==> config.mk <==
export PLATFORM = sky130hd
export DESIGN_NAME = rep_tested_holder
export DESIGN_NICKNAME = d
export VERILOG_FILES = /design/src/rtl/rth_pkg.sv /design/src/rtl/rth_dpath.sv /design/src/rtl/rth_ctrl.sv /design/src/rtl/rep_tested_holder.sv
export SDC_FILE = /design/constraint.sdc
export NUM_CORES = 1
export LEC_CHECK = 0
export CORE_UTILIZATION = 30
export CTS_CLUSTER_SIZE = 28
export DETAILED_ROUTE_END_ITERATION = 10
export PLACE_DENSITY = 0.52
export SLEW_MARGIN = 10
export SYNTH_ARGS = -nofsm -noshare
export SYNTH_HDL_FRONTEND = slang
export SYNTH_HIERARCHICAL = 1
export SYNTH_SLANG_ARGS = --single-unit
==> constraint.sdc <==
create_clock -name clk -period 2.7 [get_ports clk]
set_input_delay 0.675 -clock clk [delete_from_list [all_inputs] [get_ports clk]]
set_output_delay 0.675 -clock clk [all_outputs]
set_load 0.005 [all_outputs]
==> src/rtl/rth_pkg.sv <==
package rth_pkg;
  localparam int unsigned BLOCK_BITS = 16;
  localparam int unsigned HOLD_BITS  = 192;
  localparam int unsigned WORD_BITS  = 32;

  // Strobes from the control to the datapath.
  typedef struct packed {
    logic shiftEn;   // take bitIn into the block shifter
    logic refLoad;   // finished block becomes the comparison reference
    logic storeEn;   // finished block is written into the holding register
  } rth_strobe_t;
endpackage

==> src/rtl/rth_dpath.sv <==
module rth_dpath #(
  parameter int unsigned BLOCK_W = rth_pkg::BLOCK_BITS,
  parameter int unsigned HOLD_W  = rth_pkg::HOLD_BITS,
  localparam int unsigned NUM_BLK = HOLD_W / BLOCK_W,
  localparam int unsigned SLOT_W  = $clog2(NUM_BLK)
) (
  input  logic                    clk,
  input  logic                    rstN,
  input  logic                    bitIn,
  input  rth_pkg::rth_strobe_t    stb,
  input  logic [SLOT_W-1:0]       slot,
  output logic                    sameAsPrev,
  output logic [HOLD_W-1:0]       holdQ
);
  logic [BLOCK_W-1:0] shiftQ;
  logic [BLOCK_W-1:0] prevQ;
  logic [BLOCK_W-1:0] doneBlk;

  // New bit enters at the top, so the first bit ends at position 0.
  assign doneBlk    = {bitIn, shiftQ[BLOCK_W-1:1]};
  assign sameAsPrev = (doneBlk == prevQ);

  always_ff @(posedge clk or negedge rstN) begin
    if (!rstN) begin
      shiftQ <= '0;
      prevQ  <= '0;
    end else begin
      if (stb.shiftEn) shiftQ <= doneBlk;
      if (stb.refLoad) prevQ  <= doneBlk;
    end
  end

  for (genvar g = 0; g < NUM_BLK; g++) begin : gSlot
    always_ff @(posedge clk or negedge rstN) begin
      if (!rstN) begin
        holdQ[g*BLOCK_W +: BLOCK_W] <= '0;
      end else if (stb.storeEn && (slot == SLOT_W'(g))) begin
        holdQ[g*BLOCK_W +: BLOCK_W] <= doneBlk;
      end
    end
  end
endmodule

==> src/rtl/rth_ctrl.sv <==
module rth_ctrl #(
  parameter int unsigned BLOCK_W = rth_pkg::BLOCK_BITS,
  parameter int unsigned HOLD_W  = rth_pkg::HOLD_BITS,
  localparam int unsigned NUM_BLK = HOLD_W / BLOCK_W,
  localparam int unsigned SLOT_W  = $clog2(NUM_BLK),
  localparam int unsigned POS_W   = $clog2(BLOCK_W)
) (
  input  logic                    clk,
  input  logic                    rstN,
  input  logic                    bitValid,
  input  logic                    testBypass,
  input  logic                    srcEnable,
  input  logic                    cntClear,
  input  logic                    sameAsPrev,
  output rth_pkg::rth_strobe_t    stb,
  output logic [SLOT_W-1:0]       slot,
  output logic                    readyQ,
  output logic                    failQ
);
  logic [POS_W-1:0]  bitPos;
  logic [SLOT_W-1:0] slotIdx;
  logic              havePrev;
  logic              take;
  logic              lastBit;
  logic              reject;
  logic              clrReq;

  assign take    = srcEnable && bitValid && !readyQ;
  assign lastBit = take && (bitPos == POS_W'(BLOCK_W - 1));
  assign reject  = lastBit && havePrev && !testBypass && sameAsPrev;
  assign clrReq  = cntClear && !srcEnable;

  assign stb.shiftEn = take;
  assign stb.refLoad = lastBit;
  assign stb.storeEn = lastBit && !reject;
  assign slot        = slotIdx;

  always_ff @(posedge clk or negedge rstN) begin
    if (!rstN) begin
      bitPos   <= '0;
      slotIdx  <= '0;
      havePrev <= 1'b0;
      readyQ   <= 1'b0;
      failQ    <= 1'b0;
    end else begin
      failQ <= 1'b0;
      if (clrReq) begin
        bitPos  <= '0;
        slotIdx <= '0;
        readyQ  <= 1'b0;
      end
      if (take) begin
        if (lastBit) begin
          bitPos   <= '0;
          havePrev <= 1'b1;
          if (reject) begin
            failQ <= 1'b1;
          end else if (slotIdx == SLOT_W'(NUM_BLK - 1)) begin
            readyQ  <= 1'b1;
            slotIdx <= '0;
          end else begin
            slotIdx <= slotIdx + 1'b1;
          end
        end else begin
          bitPos <= bitPos + 1'b1;
        end
      end
    end
  end
endmodule

==> src/rtl/rep_tested_holder.sv <==
module rep_tested_holder #(
  parameter int unsigned BLOCK_W = rth_pkg::BLOCK_BITS,
  parameter int unsigned HOLD_W  = rth_pkg::HOLD_BITS,
  localparam int unsigned NUM_BLK = HOLD_W / BLOCK_W,
  localparam int unsigned SLOT_W  = $clog2(NUM_BLK)
) (
  input  logic              clk,
  input  logic              rstN,
  input  logic              bitIn,
  input  logic              bitValid,
  input  logic              testBypass,
  input  logic              srcEnable,
  input  logic              cntClear,
  output logic [HOLD_W-1:0] holdWords,
  output logic              dataReady,
  output logic              busy,
  output logic              repFail
);
  rth_pkg::rth_strobe_t stb;
  logic [SLOT_W-1:0]    slot;
  logic                 sameAsPrev;

  rth_ctrl #(.BLOCK_W(BLOCK_W), .HOLD_W(HOLD_W)) ctrl_i (
    .clk(clk), .rstN(rstN), .bitValid(bitValid), .testBypass(testBypass),
    .srcEnable(srcEnable), .cntClear(cntClear), .sameAsPrev(sameAsPrev),
    .stb(stb), .slot(slot), .readyQ(dataReady), .failQ(repFail)
  );

  rth_dpath #(.BLOCK_W(BLOCK_W), .HOLD_W(HOLD_W)) dpath_i (
    .clk(clk), .rstN(rstN), .bitIn(bitIn), .stb(stb), .slot(slot),
    .sameAsPrev(sameAsPrev), .holdQ(holdWords)
  );

  assign busy = srcEnable && !dataReady;
endmodule

==> results_dict.tcl <==
set metrics [dict create \
    cpPeakStageDelay_ns 0.38 \
    port_buffers 201 \
    post-route-min-period_ns 2.50 \
    synth_area_mm2 0.00919 \
    syn_to_final_growth_pct 40.4 \
    outcome "finished clean" \
    viasPerCell 4.62 \
    dp_slack_ns -0.940 \
    core_area_mm2 0.0299 \
    numCtsBuffers 27 \
    holdWs_ns 0.136 \
    syn_avg_cell_area_um2 15.8 \
    r2r_slack_ns 0.20 \
    grt_first_pass_wirelength_um 38300 \
    critPathRequiredTime_ns 3.12 \
    grt_max_degree 80 \
    tritoncts "built" \
    hp-class "primary input to async pin" \
    gp_congestion 0.736 \
    die_area_mm2 0.0313 \
    netlist.area_leader.share_pct 63.7 \
    worstPathCellList "xnor2_1 -> nand4_1 -> nor4_2 -> nand3b_1 -> and3_4 -> nor3b_2 -> buf_4 -> nand3b_2 -> buf_4 -> mux2_2" \
    tightest_slew_ns 0.643 \
    crit_buf_inv 2 \
    cp_common_cell "buf_4" \
    vias 5654 \
    synth.area.top_cells "dfrtp_1 64%, mux2_2 27%, xnor2_1 1.5%, clkbuf_1 0.78%, buf_4 0.57%" \
    grtUsageTotal_pct 16.2 \
    ys_ff_latch 234 \
    fin_ws_ns 0.197 \
    irDropWorstVdd_v 0.000570 \
    die_x_um 177 \
    syn_nets 590 \
    synth_sequential_area_ratio_pct 63.7 \
    setup-violations-final 0 \
    overflow 0 \
    dp_hpwl_um 17100 \
    ys_warn_count 6 \
    critPathLaunchType "flop" \
    synth_largest_area_cell "dfrtp_1" \
    hold_viol 0 \
    final_max_slew_viol_count 0 \
    die_y_um 177 \
    clk_pin_slew_worst_paths_ns 0.05 \
    route.detailed.drc 0 \
    cts_sinks 234 \
    leakagePower_nw 6.12 \
    finalClockSkew_ns 0.0192 \
    start_util_pct 30.8 \
    power.density_mw_per_mm2 646 \
    final_common_cell "dfrtp_1" \
    io_pins 202 \
    critPathCaptureType "flop" \
    clock_latency_ns 0.54 \
    r2r_start "dpath_i/prevQ[8]" \
    post_drt_wl_per_cell_um 20.4 \
    rsz0062_at_grt "no" \
    fmax_mhz 399 \
    relSlewSlack_pct 57.2 \
    path_class "flop to flop" \
    path_depth 10 \
    htreeDepth 1 \
    antenna_found_initial 0 \
    synth_cells 581 \
    grt_pass1_vias 6191 \
    layout.nets 824 \
    r2r_cells 10 \
    cts.path.max_buffers 3 \
    post-route-period-util_pct 92.7 \
    cp.arrival_ns 2.92 \
    synth_cell_type_count 38 \
    drive_gt1_share_pct 39.8 \
    n_antenna_cell 0 \
    fp-row-count 63 \
    crit_path_top_delay_cell "dfrtp_1" \
    crit_family "simple AND/OR/NAND/NOR gates" \
    drtAntennaViolNets 0 \
    wirelength_um 25000 \
    drt_iter0_markers 140 \
    firstDrtPassIters 4 \
    rr_endpoint "dpath_i/holdQ[37]" \
    critPathMaxFanout 7 \
    clock-root-buffer "clkbuf_16" \
    final_cell_mix "234 x dfrtp_1, 223 x mux2_2, 198 x clkdlybuf4s50_1, 31 x buf_4, 27 x clkbuf_16" \
    drv_cap 0 \
]
==> Yosys cell counts (all sizes together) <==
cell type and instances:
a21o 1, a21oi 3, a32o 2, and2b 1, and3 3, buf 19, clkbuf 19, clkinv 1
dfrtp 234, ha 2, mux2 223, mux2i 2, nand2 11, nand2b 3, nand3 2, nand3b 6
nand4 5, nor2 11, nor2b 3, nor3 1, nor3b 1, nor4 1, o21ai 7, o31ai 1
or2 1, or2b 1, or3 1, xnor2 16
==> area by class of cell <==
| type | count | area [µm²] |
|---|---|---|
| clock inverter | 11 | 126 |
| multi-input combinational | 308 | 3190 |
| tap | 390 | 488 |
| sequential | 234 | 5860 |
| clock buffer | 38 | 757 |
| inverter | 1 | 8.76 |
| fill | 2689 | 17000 |
| timing repair buffer | 243 | 2470 |
==> stage by stage <==
step	total power, mW	util, %	setup TNS, ns	cell area [µm²]	std cells
final	8.33	43.2	0	12900	1225
after global placement	4.81	39.9	-125.64	11900	1173
after detailed placement	4.84	39.9	-157.29	11900	1173
after global routing	8.70	43.2	0	12900	1225
after floorplan	4.21	-	0	9190	581
after CTS	8.48	43.1	-5.62	12900	1225
==> how the worst max path moves through the flow <==
stage / slack (ns) / to / startpoint
2_1_floorplan: 0.001 / dpath_i/holdQ[133] / bitIn
3_3_place_gp: -0.83 / dpath_i/holdQ[57] / bitIn
3_5_place_dp: -0.94 / dpath_i/holdQ[48] / bitIn
4_1_cts: -0.13 / dpath_i/holdQ[114] / bitIn
5_1_grt: 0.008 / dpath_i/holdQ[37] / dpath_i/prevQ[8]
6_report: 0.20 / dpath_i/holdQ[37] / dpath_i/prevQ[8]
==> per-layer routing <==
layer / track usage [%] / vias up / routed length [µm]
met5: 0 / - / 0
met3: 5.41 / 32 / 1950
li1: - / 2509 / -
met4: 4.17 / 0 / 523
met2: 27.0 / 164 / 12100
met1: 20.1 / 2949 / 10400
==> what timing repair did <==
item	in CTS	in global routing
resized for setup	7	7
setup buffers	3	0
endpoints found under the setup margin	192	117
hold buffers	0	0
pin swaps	3	2
==> cells by family (layout without fill, tap and decap cells) <==
group                    Yosys count  after routing  synth area share [%]
flip-flops                       234            234                  63.7
multiplexers                     225            225                  27.5
AND/OR/NAND/NOR                   51             51                  3.66
buffers and inverters             39            293                  2.29
XOR/XNOR                          16             16                  1.53
AO/OA/AOI/OAI                     14             14                 0.980
adder cells (fa/ha/maj)            2              2                 0.272
==> flip-flops by register name, summed over array words and instances, names as in the netlist <==
register	cells
ctrl_i/bitPos	4
ctrl_i/readyQ	1
dpath_i/holdQ	192
ctrl_i/havePrev	1
dpath_i/prevQ	16
ctrl_i/slot	4
dpath_i/shiftQ	15
ctrl_i/failQ	1
==> report_power, final <==
group	internal, mW	switching, mW
logic	0.328	0.737
registers	3.61	0.0797
clock network	2.15	1.42
total	6.09	2.24
Note: power is estimated with default switching activity, not from simulation.
